==> src/rtl/spi_gpio_pkg.sv <==
`timescale 1ns/1ps
package spi_gpio_pkg;

  typedef enum logic [1:0] {
    ROLE_OFF    = 2'b00,
    ROLE_MASTER = 2'b01,
    ROLE_SLAVE  = 2'b10,
    ROLE_PARK   = 2'b11
  } spi_role_e;

  localparam int CLK_DIV_W = 2;
  localparam int NUM_PINS  = 4;
  localparam int PIN_SCK   = 0;
  localparam int PIN_MOSI  = 1;
  localparam int PIN_MISO  = 2;
  localparam int PIN_SSN   = 3;

  localparam logic [1:0] ADDR_CTRL = 2'd0;
  localparam logic [1:0] ADDR_DATA = 2'd1;
  localparam logic [1:0] ADDR_STAT = 2'd2;

  typedef struct packed {
    logic                 irq_en;
    logic [CLK_DIV_W-1:0] div;
    logic                 cpha;
    logic                 cpol;
    spi_role_e            role;
  } ctrl_t;

  localparam int CTRL_W = $bits(ctrl_t);

endpackage

==> src/rtl/spi_gpio_regs.sv <==
`timescale 1ns/1ps
module spi_gpio_regs
  import spi_gpio_pkg::*;
#(
  parameter int DATA_W = 8
) (
  input  logic              clk,
  input  logic              rst_n,
  input  logic              wr,
  input  logic              rd,
  input  logic [1:0]        addr,
  input  logic [DATA_W-1:0] wdata,
  output logic [DATA_W-1:0] rdata,
  output ctrl_t             ctrl,
  output logic              tx_wr,
  input  logic              byte_done,
  input  logic [DATA_W-1:0] rx_byte,
  input  logic              busy,
  output logic              irq
);

  ctrl_t             ctrl_q, ctrl_d;
  logic              done_q, done_d;
  logic [DATA_W-1:0] rx_q, rx_d;
  logic              ctrl_wr, data_rd;

  assign ctrl_wr = wr && (addr == ADDR_CTRL);
  assign tx_wr   = wr && (addr == ADDR_DATA);
  assign data_rd = rd && (addr == ADDR_DATA);

  always_comb begin
    ctrl_d = ctrl_q;
    if (ctrl_wr) ctrl_d = ctrl_t'(wdata[CTRL_W-1:0]);
    rx_d = byte_done ? rx_byte : rx_q;
    done_d = done_q;
    if (tx_wr || data_rd) done_d = 1'b0;
    if (byte_done)        done_d = 1'b1;
  end

  always_ff @(posedge clk or negedge rst_n) begin
    if (!rst_n) begin
      ctrl_q <= '0;
      done_q <= 1'b0;
      rx_q   <= '0;
    end else begin
      ctrl_q <= ctrl_d;
      done_q <= done_d;
      rx_q   <= rx_d;
    end
  end

  always_comb begin
    rdata = '0;
    case (addr)
      ADDR_CTRL: rdata[CTRL_W-1:0] = ctrl_q;
      ADDR_DATA: rdata = rx_q;
      ADDR_STAT: rdata[1:0] = {busy, done_q};
      default:   rdata = '0;
    endcase
  end

  assign ctrl = ctrl_q;
  assign irq  = done_q & ctrl_q.irq_en;

  p_done_set_r7: assert property (@(posedge clk) disable iff (!rst_n)
    byte_done |=> done_q);
  p_done_clear_r7: assert property (@(posedge clk) disable iff (!rst_n)
    (data_rd && !byte_done) |=> !done_q);
  p_ctrl_hold_r12: assert property (@(posedge clk) disable iff (!rst_n)
    !ctrl_wr |=> $stable(ctrl_q));

endmodule

==> src/rtl/spi_gpio_sckgen.sv <==
`timescale 1ns/1ps
module spi_gpio_sckgen
  import spi_gpio_pkg::*;
#(
  parameter int DATA_W = 8
) (
  input  logic                 clk,
  input  logic                 rst_n,
  input  logic                 en,
  input  logic                 start,
  input  logic                 cpol,
  input  logic [CLK_DIV_W-1:0] div,
  output logic                 sck,
  output logic                 lead,
  output logic                 trail,
  output logic                 busy
);

  localparam int HALF_W = (1 << CLK_DIV_W) + 1;
  localparam int EDGES  = 2 * DATA_W;
  localparam int EW     = $clog2(EDGES);

  logic              busy_q, busy_d;
  logic              sck_q, sck_d;
  logic [HALF_W-1:0] cnt_q, cnt_d;
  logic [EW-1:0]     edge_q, edge_d;
  logic [HALF_W-1:0] half_m1;
  logic              tick;

  assign half_m1 = (HALF_W'(2) << div) - HALF_W'(1);
  assign tick    = busy_q && (cnt_q == half_m1);

  always_comb begin
    busy_d = busy_q;
    sck_d  = sck_q;
    cnt_d  = cnt_q;
    edge_d = edge_q;
    if (!en) begin
      busy_d = 1'b0;
      sck_d  = cpol;
      cnt_d  = '0;
      edge_d = '0;
    end else if (!busy_q) begin
      sck_d  = cpol;
      cnt_d  = '0;
      edge_d = '0;
      if (start) busy_d = 1'b1;
    end else if (tick) begin
      cnt_d  = '0;
      sck_d  = ~sck_q;
      edge_d = edge_q + EW'(1);
      if (edge_q == EW'(EDGES - 1)) busy_d = 1'b0;
    end else begin
      cnt_d = cnt_q + HALF_W'(1);
    end
  end

  always_ff @(posedge clk or negedge rst_n) begin
    if (!rst_n) begin
      busy_q <= 1'b0;
      sck_q  <= 1'b0;
      cnt_q  <= '0;
      edge_q <= '0;
    end else begin
      busy_q <= busy_d;
      sck_q  <= sck_d;
      cnt_q  <= cnt_d;
      edge_q <= edge_d;
    end
  end

  assign sck   = sck_q;
  assign busy  = busy_q;
  assign lead  = tick && !edge_q[0];
  assign trail = tick &&  edge_q[0];

  p_edge_bound_r4: assert property (@(posedge clk) disable iff (!rst_n)
    busy_q |-> (edge_q <= EW'(EDGES - 1)));
  p_half_hold_r5: assert property (@(posedge clk) disable iff (!rst_n)
    (busy_q && cnt_q != '0) |-> $stable(sck_q));
  p_stay_busy_r11: assert property (@(posedge clk) disable iff (!rst_n)
    (busy_q && en && !tick) |=> busy_q);

endmodule

==> src/rtl/spi_gpio_shifter.sv <==
`timescale 1ns/1ps
module spi_gpio_shifter
  import spi_gpio_pkg::*;
#(
  parameter int DATA_W = 8
) (
  input  logic                clk,
  input  logic                rst_n,
  input  logic                is_master,
  input  logic                is_slave,
  input  logic                cpha,
  input  logic                cpol,
  input  logic                m_lead,
  input  logic                m_trail,
  input  logic                load,
  input  logic [DATA_W-1:0]   load_data,
  input  logic [NUM_PINS-1:0] pin_in,
  output logic                out_bit,
  output logic [DATA_W-1:0]   rx_byte,
  output logic                byte_done,
  output logic                active,
  output logic                selected
);

  localparam int CW = $clog2(DATA_W);
  localparam int NS = 3;
  localparam logic [NS-1:0] SYNC_RST = 3'b100;

  logic [NS-1:0] raw, s1_q, s2_q;
  assign raw = {pin_in[PIN_SSN], pin_in[PIN_MOSI], pin_in[PIN_SCK]};

  for (genvar i = 0; i < NS; i++) begin : g_sync
    always_ff @(posedge clk or negedge rst_n) begin
      if (!rst_n) begin
        s1_q[i] <= SYNC_RST[i];
        s2_q[i] <= SYNC_RST[i];
      end else begin
        s1_q[i] <= raw[i];
        s2_q[i] <= s1_q[i];
      end
    end
  end

  logic s_sck, s_mosi, s_ssn, sck_d_q, ssn_d_q;
  assign s_sck  = s2_q[0];
  assign s_mosi = s2_q[1];
  assign s_ssn  = s2_q[2];

  logic sel, s_edge, s_lead, s_trail, ssn_fall, ssn_rise;
  logic lead, trail, sample, launch, din, enabled, sample_ok;

  assign sel      = is_slave && !s_ssn;
  assign s_edge   = sel && (s_sck != sck_d_q);
  assign s_lead   = s_edge && (s_sck != cpol);
  assign s_trail  = s_edge && (s_sck == cpol);
  assign ssn_fall = is_slave && !s_ssn && ssn_d_q;
  assign ssn_rise = is_slave && s_ssn && !ssn_d_q;
  assign enabled  = is_master || is_slave;

  assign lead   = is_master ? m_lead  : s_lead;
  assign trail  = is_master ? m_trail : s_trail;
  assign sample = cpha ? trail : lead;
  assign launch = cpha ? lead  : trail;
  assign din    = is_master ? pin_in[PIN_MISO] : s_mosi;
  assign sample_ok = enabled && sample && !ssn_fall && !ssn_rise;

  logic [DATA_W-1:0] tx_q, tx_d, rx_q, rx_d;
  logic              out_q, out_d;
  logic [CW-1:0]     cnt_q, cnt_d;

  always_comb begin
    tx_d  = tx_q;
    out_d = out_q;
    rx_d  = rx_q;
    cnt_d = cnt_q;
    if (!enabled) begin
      cnt_d = '0;
    end else if (ssn_fall || ssn_rise) begin
      cnt_d = '0;
      if (ssn_fall && !cpha) begin
        out_d = tx_q[DATA_W-1];
        tx_d  = {tx_q[DATA_W-2:0], 1'b0};
      end
    end else begin
      if (load) begin
        if (is_master && !cpha) begin
          out_d = load_data[DATA_W-1];
          tx_d  = {load_data[DATA_W-2:0], 1'b0};
        end else begin
          tx_d = load_data;
        end
      end else if (launch) begin
        out_d = tx_q[DATA_W-1];
        tx_d  = {tx_q[DATA_W-2:0], 1'b0};
      end
      if (sample_ok) begin
        rx_d  = {rx_q[DATA_W-2:0], din};
        cnt_d = (cnt_q == CW'(DATA_W - 1)) ? '0 : cnt_q + CW'(1);
      end
    end
  end

  always_ff @(posedge clk or negedge rst_n) begin
    if (!rst_n) begin
      tx_q    <= '0;
      out_q   <= 1'b0;
      rx_q    <= '0;
      cnt_q   <= '0;
      sck_d_q <= 1'b0;
      ssn_d_q <= 1'b1;
    end else begin
      tx_q    <= tx_d;
      out_q   <= out_d;
      rx_q    <= rx_d;
      cnt_q   <= cnt_d;
      sck_d_q <= s_sck;
      ssn_d_q <= s_ssn;
    end
  end

  assign out_bit   = out_q;
  assign rx_byte   = {rx_q[DATA_W-2:0], din};
  assign byte_done = sample_ok && (cnt_q == CW'(DATA_W - 1));
  assign active    = (cnt_q != '0);
  assign selected  = sel;

  p_cnt_range_r6: assert property (@(posedge clk) disable iff (!rst_n)
    cnt_q <= CW'(DATA_W - 1));
  p_abort_clears_r10: assert property (@(posedge clk) disable iff (!rst_n)
    ssn_rise |=> (cnt_q == '0));
  p_unselected_hold_r8: assert property (@(posedge clk) disable iff (!rst_n)
    (is_slave && s_ssn && ssn_d_q) |=> ($stable(rx_q) && $stable(cnt_q)));
  p_fall_presents_msb_r9: assert property (@(posedge clk) disable iff (!rst_n)
    (ssn_fall && !cpha) |=> (out_q == $past(tx_q[DATA_W-1])));

endmodule

==> src/rtl/spi_gpio_pinmux.sv <==
`timescale 1ns/1ps
module spi_gpio_pinmux
  import spi_gpio_pkg::*;
(
  input  logic                clk,
  input  logic                rst_n,
  input  logic                is_master,
  input  logic                is_slave,
  input  logic                sck_o,
  input  logic                mosi_o,
  input  logic                miso_o,
  input  logic [NUM_PINS-1:0] port_data,
  output logic [NUM_PINS-1:0] bypass,
  output logic [NUM_PINS-1:0] pin_out
);

  logic [NUM_PINS-1:0] role_en, role_val;

  always_comb begin
    role_en  = '0;
    role_val = '1;
    if (is_master) begin
      role_en[PIN_SCK]   = 1'b1;
      role_val[PIN_SCK]  = sck_o;
      role_en[PIN_MOSI]  = 1'b1;
      role_val[PIN_MOSI] = mosi_o;
    end
    if (is_slave) begin
      role_en[PIN_MISO]  = 1'b1;
      role_val[PIN_MISO] = miso_o;
    end
  end

  for (genvar i = 0; i < NUM_PINS; i++) begin : g_pin
    assign bypass[i]  = role_en[i] ? role_val[i] : 1'b1;
    assign pin_out[i] = port_data[i] & bypass[i];
  end

  p_off_passthru_r1: assert property (@(posedge clk) disable iff (!rst_n)
    (!is_master && !is_slave) |-> (pin_out == port_data));
  p_master_inputs_r2: assert property (@(posedge clk) disable iff (!rst_n)
    is_master |-> (pin_out[PIN_MISO] == port_data[PIN_MISO] &&
                   pin_out[PIN_SSN]  == port_data[PIN_SSN]));
  p_slave_inputs_r3: assert property (@(posedge clk) disable iff (!rst_n)
    is_slave |-> (bypass[PIN_SCK] && bypass[PIN_MOSI] && bypass[PIN_SSN]));

endmodule

==> src/rtl/spi_gpio_port.sv <==
`timescale 1ns/1ps
module spi_gpio_port
  import spi_gpio_pkg::*;
#(
  parameter int DATA_W = 8
) (
  input  logic                clk,
  input  logic                rst_n,
  input  logic                reg_wr,
  input  logic                reg_rd,
  input  logic [1:0]          reg_addr,
  input  logic [DATA_W-1:0]   reg_wdata,
  output logic [DATA_W-1:0]   reg_rdata,
  input  logic [NUM_PINS-1:0] port_data,
  input  logic [NUM_PINS-1:0] pin_in,
  output logic [NUM_PINS-1:0] pin_out,
  output logic [NUM_PINS-1:0] pin_bypass,
  output logic                irq
);

  logic rst_s1_q, rst_s2_q, rst_i_n;
  always_ff @(posedge clk or negedge rst_n) begin
    if (!rst_n) begin
      rst_s1_q <= 1'b0;
      rst_s2_q <= 1'b0;
    end else begin
      rst_s1_q <= 1'b1;
      rst_s2_q <= rst_s1_q;
    end
  end
  assign rst_i_n = rst_s2_q;

  ctrl_t             ctrl;
  logic              tx_wr, byte_done, busy;
  logic [DATA_W-1:0] rx_byte;
  logic              is_master, is_slave;
  logic              m_sck, m_lead, m_trail, m_busy;
  logic              out_bit, s_active, s_sel, m_start, s_load, miso_o;

  assign is_master = (ctrl.role == ROLE_MASTER);
  assign is_slave  = (ctrl.role == ROLE_SLAVE);
  assign m_start   = tx_wr && is_master && !m_busy;
  assign s_load    = tx_wr && is_slave && !s_active;
  assign busy      = m_busy || s_active;
  assign miso_o    = s_sel ? out_bit : 1'b1;

  spi_gpio_regs #(.DATA_W(DATA_W)) u_regs (
    .clk       (clk),
    .rst_n     (rst_i_n),
    .wr        (reg_wr),
    .rd        (reg_rd),
    .addr      (reg_addr),
    .wdata     (reg_wdata),
    .rdata     (reg_rdata),
    .ctrl      (ctrl),
    .tx_wr     (tx_wr),
    .byte_done (byte_done),
    .rx_byte   (rx_byte),
    .busy      (busy),
    .irq       (irq)
  );

  spi_gpio_sckgen #(.DATA_W(DATA_W)) u_sckgen (
    .clk   (clk),
    .rst_n (rst_i_n),
    .en    (is_master),
    .start (m_start),
    .cpol  (ctrl.cpol),
    .div   (ctrl.div),
    .sck   (m_sck),
    .lead  (m_lead),
    .trail (m_trail),
    .busy  (m_busy)
  );

  spi_gpio_shifter #(.DATA_W(DATA_W)) u_shifter (
    .clk       (clk),
    .rst_n     (rst_i_n),
    .is_master (is_master),
    .is_slave  (is_slave),
    .cpha      (ctrl.cpha),
    .cpol      (ctrl.cpol),
    .m_lead    (m_lead),
    .m_trail   (m_trail),
    .load      (m_start || s_load),
    .load_data (reg_wdata),
    .pin_in    (pin_in),
    .out_bit   (out_bit),
    .rx_byte   (rx_byte),
    .byte_done (byte_done),
    .active    (s_active),
    .selected  (s_sel)
  );

  spi_gpio_pinmux u_pinmux (
    .clk       (clk),
    .rst_n     (rst_i_n),
    .is_master (is_master),
    .is_slave  (is_slave),
    .sck_o     (m_sck),
    .mosi_o    (out_bit),
    .miso_o    (miso_o),
    .port_data (port_data),
    .bypass    (pin_bypass),
    .pin_out   (pin_out)
  );

endmodule

==> config.mk <==
export PLATFORM = sky130hd
export DESIGN_NAME = spi_gpio_port
export DESIGN_NICKNAME = d
export VERILOG_FILES = /design/src/rtl/spi_gpio_pkg.sv /design/src/rtl/spi_gpio_regs.sv /design/src/rtl/spi_gpio_sckgen.sv /design/src/rtl/spi_gpio_shifter.sv /design/src/rtl/spi_gpio_pinmux.sv /design/src/rtl/spi_gpio_port.sv
export SDC_FILE = /design/constraint.sdc
export NUM_CORES = 1
export LEC_CHECK = 0
export BUFFER_PORTS_ARGS = -buffer_cell sky130_fd_sc_hd__buf_2
export CORE_MARGIN = 5
export CORE_UTILIZATION = 41
export DETAILED_ROUTE_END_ITERATION = 8
export SLEW_MARGIN = 5
export SYNTH_ARGS = -nofsm -noshare
export SYNTH_HDL_FRONTEND = slang
export SYNTH_SLANG_ARGS = --single-unit
==> constraint.sdc <==
create_clock -name clk -period 3.3 [get_ports clk]
set_input_delay 0.33 -clock clk [delete_from_list [all_inputs] [get_ports clk]]
set_output_delay 0.33 -clock clk [all_outputs]
set_load 0.03 [all_outputs]
Yosys cells after proc, flatten, opt, wreduce, memory -nomap -nowiden

Index checks and enable logic that the tools add are counted.
Widths: inputs -> output; s select.

Muxes and demuxes: 46
Equal/unequal tests: 14
Reductions and logical operators: 43
Bitwise operators: 6
Add/subtract/negate cells: 4
Shift-type cells: 1

Operators with widths:

| operator            | number |
|---|---|
| $mux 8              | 5 |
| $mux 1              | 27 |
| $logic_and 1x1->1   | 23 |
| $mux 5              | 3 |
| $mux 3              | 4 |
| $mux 4              | 3 |
| $pmux 5 s2          | 1 |
| $ne 3x3->1 const B  | 3 |
| $logic_not 1->1     | 8 |
| $pmux 2 s3          | 1 |
| $reduce_and 3->1    | 2 |
| $reduce_bool 3->1   | 2 |
| $add 5x1->5 const B | 1 |
| $eq 5x5->1          | 1 |
| $logic_or 1x1->1    | 5 |
| $shl 2x2->5 const A | 1 |
| $sub 5x2->5 const B | 1 |
| $add 4x1->4 const B | 1 |
| $and 1x1->1         | 4 |
| $eq 2x1->1 const B  | 2 |
| $eq 2x2->1 const B  | 2 |
| $eq 4x4->1 const B  | 1 |
| $mux 2              | 2 |
| $reduce_and 4->1    | 1 |
| 8 further kinds     | 10 |

Output and inout bits: 17
Logic and storage cells: 139
Register bits after elaboration: 56
Input bits: 22

Depth between registers and ports, before layout

Depth after elaboration: 13
Mapped depth: 10
Depth with buffers taken out: 7

Hierarchy

A second synthesis with hierarchy kept.

Cells, all modules: 252
Area total of the unflattened synthesis: 2911.5 um^2

By module, submodules not included:

| module           | sequential area each (um^2) | cells each | area an instance (um^2) | instances |
|---|---|---|---|---|
| spi_gpio_shifter | 679.4                       | 118        | 1402.6                  | 1 |
| spi_gpio_regs    | 400.4                       | 58         | 770.7                   | 1 |
| spi_gpio_sckgen  | 275.3                       | 57         | 570.5                   | 1 |
| spi_gpio_port    | 50.0                        | 10         | 103.8                   | 1 |
| spi_gpio_pinmux  | 0.0                         | 9          | 63.8                    | 1 |

Worst setup path after synthesis

OpenSTA, ideal clock, no wires.

Path type: reg-to-reg
Start point: register u_regs.ctrl_q, in the netlist u_regs.ctrl[1]
End point: register u_shifter.tx_q[1]
Buffers on the path: 2
Stages on the path, launching flop included: 10
Setup time: 0.125 ns
Arrival: 2.023 ns
Period minus slack after synthesis: 2.148 ns
Data required time: 3.175 ns
Slack: 1.152 ns
Path through: dfrtp_1 inv_1 ha_1 clkbuf_1 and4b_1 o211ai_1 o21ai_1 o221a_1 buf_6 mux2_4

Word-level cells in the longest chain between the ends: 8
Elaborated cells on any way between the ends: 27
Classes of those cells: eq/ne: 3; mux: 6; reduce/logical: 18

Ends and longest elaborated chain:

| element                                     | RTL line                                       | text |
|---|---|---|
| start, declared                             | spi_gpio_regs.sv:22                            | `ctrl_t ctrl_q, ctrl_d;` |
| start signal, assigned                      | spi_gpio_regs.sv:46                            | `ctrl_q <= ctrl_d;` |
| $eq 2x2->1                                  | spi_gpio_port.sv:41                            | `assign is_slave = (ctrl.role == ROLE_SLAVE);` |
| $logic_and 1x1->1                           | spi_gpio_shifter.sv:52, spi_gpio_shifter.sv:56 |  |
| $logic_and 1x1->1                           | spi_gpio_shifter.sv:53                         | `assign s_edge = sel && (s_sck != sck_d_q);` |
| $logic_and 1x1->1, on equally long branches | spi_gpio_shifter.sv:55, spi_gpio_shifter.sv:54 |  |
| $mux 1, on equally long branches            | spi_gpio_shifter.sv:61, spi_gpio_shifter.sv:60 |  |
| $mux 1                                      | spi_gpio_shifter.sv:63                         | `assign launch = cpha ? lead : trail;` |
| $reduce_bool 3->1 (no line)                 | n/a                                            |  |
| $reduce_and 3->1 (no line)                  | n/a                                            |  |
| end signal, assigned                        | spi_gpio_shifter.sv:112                        | `tx_q <= tx_d;` |
| end, declared                               | spi_gpio_shifter.sv:67                         | `logic [DATA_W-1:0] tx_q, tx_d, rx_q, rx_d;` |

Several ways; a longest one is shown, not always the timed one.
A chain may end at the register's enable or synchronous reset.

Worst setup path after layout

Ends and elaborated chain as after synthesis.

==> summary.txt <==
Detailed routing
  • DR DRC count: 0
  • DR pass1 iterations: 4
  • Met2 WL: 2.77 mm
  • Iteration-0 DRC Markers: 68
  • Top sig layer: met4
  • WL met3: 313 µm
  • DR vias/cell: 5.23
  • M1 wire length: 2.95 mm
  • ANT nets after route: 0
  • Vias: 2123
  • Final WL: 6.15 mm
  • Avg WL per Cell: 15.1 µm

Power and ir drop
  • Comb pwr share: 27.2%
  • VDD IR max: 0.204 mV
  • Leak: 1.52 nW
  • NetSw: 0.580 mW
  • P_int: 1.22 mW
  • Clk pwr share: 22.3%
  • Sw Ratio: 32.3%
  • Sequential power share: 50.6%
  • Pwr dens: 541 nW/µm²

Clock tree
  • Clock Latency Late Sink: 0.31 ns
  • Root Buffer: clkbuf_8
  • Buffer levels on the longest clock path: 2
  • TritonCTS Sinks: 56
  • CTS H-Tree Depth: 2
  • Post CTS Setup Buffer Count: 0
  • CTS tree: yes
  • CTS buffer count: 5
  • Clock slew at reported path FFs: 0.10 ns

Worst setup path
  • Crit-path max FO: 10
  • Crit path kind: register to register
  • Cells on worst reg2reg path: 7
  • Largest stage delay, worst path: 0.54 ns
  • Crit path capture type: register
  • WP data required: 3.50 ns
  • Startpoint Class: register
  • WP data arrival: 2.74 ns
  • Slowest cell on the critical path: o221a_1
  • CP Cell Sequence: inv_1, ha_1, and4b_1, o211ai_1, o21ai_1, o221a_1, mux2_4

Logic synthesis
  • Yosys top cell by area: dfrtp_1
  • Yosys top cell area share: 44.9%
  • Synth async-reset ratio: 100%
  • Seq/Total Area, Yosys: 47.5%
  • Post-synth EDFFs: 0
  • Cells after Synth: 271
  • Mean Syn Cell Area: 10.9 µm²
  • Leading register cell type out of synthesis: dfrtp_1
  • Yosys cell types: 53
  • Synthesized area: 2960 µm²
  • Top cells by area, synth: dfrtp_1 (45%), mux2_2 (7.6%), mux2_4 (3.6%)
  • Synth warn: 0
  • FF+latch count, synth: 56

Timing
  • Setup Viol. Count Final: 0
  • RSZ-0062 raised after global routing: false
  • Max Clock Skew: 0.00502 ns
  • Final worst slack: 0.764 ns
  • Final Hold Viols: 0
  • Max Clock Freq: 0.394 GHz
  • Final worst-path cycle share: 76.8%
  • Crit path time final: 2.54 ns
  • Worst-margin pin slew: 0.940 ns
  • Max_slew headroom: 37.3%
  • Slew Viols, Final: 0
  • Setup TNS: 0 ns

GRT
  • First-pass GRT wire length: 10.4 mm
  • Pin count of the biggest net entering global routing: 44
  • Tot GR Track Use: 14.7%
  • Global route total overflow: 0
  • Vias in the first global route: 2160
  • Initial antenna violation count: 0

Final layout
  • Commonest non-fill, non-tap cell in the layout: dfrtp_1
  • Antenna Cells: 0
  • Layout cell share with drive strength beyond 1: 29.3%
  • Post-layout nets: 335
  • Layout fillers: 708
  • Multi-input combinational cell area: 1460 µm²
  • Commonest non-fill, non-tap cells in the layout: dfrtp_1 (52), buf_2 (35), nand2_1 (26), nor2_1 (26), mux2_2 (20)
  • Sequential cell area: 1410 µm²
  • Synth-to-Final Area Change: 12.3%

Min path
  • Hold crit path type: input port to register
  • Hold path depth: 1

Die
  • Starting Density: 41.4%
  • Core area: 7140 µm²
  • I/O pin total: 39
  • Die X: 94.9 µm
  • Die ar.: 9010 µm²
  • Row cnt: 31
  • Die Span Y: 94.9 µm

Placed design
  • Placement Setup Slack: 0.813 ns
  • PortBufs: 35
  • Post-detail-place hpwl: 4.52 mm
  • Gpl congestion: 0.791

Job
  • Max Cap Viol: 0

Outcome
  • Status: finished, final reports clean
[kinds of logic after synthesis]
group                      share of synthesized area [%]
muxes                                               13.5
buffers and inverters                               3.30
and+or+nand+nor                                     18.0
adders and majority gates                           2.96
DFF                                                 47.5
xor gates and xnor gates                            2.67
other                                              0.127
AOI/OAI and AO/OA                                   11.8
[worst max-delay path: cells and delay by family, from the launching register on]
family,cells,cell delay (ns)
AND/OR/NAND/NOR,1,0.27
adder cells (fa/ha/maj),1,0.36
flip-flops,1,0.41
buffers and inverters,1,0.07
multiplexers,1,0.34
AO/OA/AOI/OAI,3,0.96
[metrics by stage]
step	hold slack, ns	cells	total power, mW	area [µm²]	utilization (%)
after floorplan	0.0344	272	1.29	2960	-
after global placement	0.115	397	1.39	3210	45.0
after detailed placement	0.116	397	1.41	3210	45.0
after CTS	0.0949	406	1.81	3320	46.5
after global routing	0.0944	406	1.90	3320	46.5
final	0.103	406	1.79	3320	46.5
[power groups by stage]
stage	Clock [mW]	Combinational, mW	Sequential [mW]
finish	0.400	0.488	0.907
global route	0.438	0.537	0.927
CTS	0.412	0.489	0.909
detailed placement	0	0.488	0.919
global placement	0	0.475	0.919
floorplan	0	0.401	0.887
[final timing paths]
kind | from | end | slack [ns]
max reg2reg | u_regs.ctrl[1] | u_shifter.tx_q[1] | 0.76
min in group asynchronous | rst_n | rst_i_n | 0.30
max | u_regs.ctrl[1] | u_shifter.tx_q[1] | 0.76
min reg2reg | u_shifter.s1_q[1] | u_shifter.s_mosi | 0.36
min | pin_in[3] | u_shifter.s1_q[2] | 0.10
max in group asynchronous | rst_i_n | u_regs.ctrl[5] | 2.13
[Yosys cell counts, types with 3 or more instances]
master	count
dfstp_2	3
nand2_1	26
and3_1	3
a21oi_1	6
mux2i_1	7
xor2_1	4
nand3_1	9
ha_1	7
nor2_1	26
o21ai_0	15
buf_2	3
mux2_2	20
nor3b_1	4
dfrtp_1	53
and3b_1	4
mux2_4	7
nand2b_1	4
and2_1	7
a31oi_1	8
xnor2_1	5
inv_1	11
[final cells by class]
type	count	area share [%]
flip-flops and latches	56	42.4
clock buffers	6	2.49
well taps	99	3.73
repair buffers	37	5.81
clock inverters	2	0.452
inverters	11	1.24
multi-input cells	195	43.9
[flip-flops by register name, summed over array words and instances (netlist names), 3 cells and up]
name             count
u_regs.ctrl          7
u_shifter.s1_q       3
u_shifter.tx_q       8
u_regs.rx_q          8
u_shifter.rx_q       7
u_sckgen.cnt_q       5
u_sckgen.edge_q      4
u_shifter.cnt_q      3
[repair_timing]
| item | 4_1_cts | 5_1_grt |
|---|---|---|
| endpoints found under the setup margin | 0 | 0 |
| endpoints found under the hold margin | 2 | 0 |
| hold buffers | 1 | 0 |
| gates resized for setup | 0 | 0 |
[metal layers]
layer,global-route usage (%),vias up
met5,0,-
met4,5.41,0
met3,2.95,9
met2,23.1,52
met1,19.9,1042
li1,-,1020
Note: power is estimated with default switching activity, not from simulation.
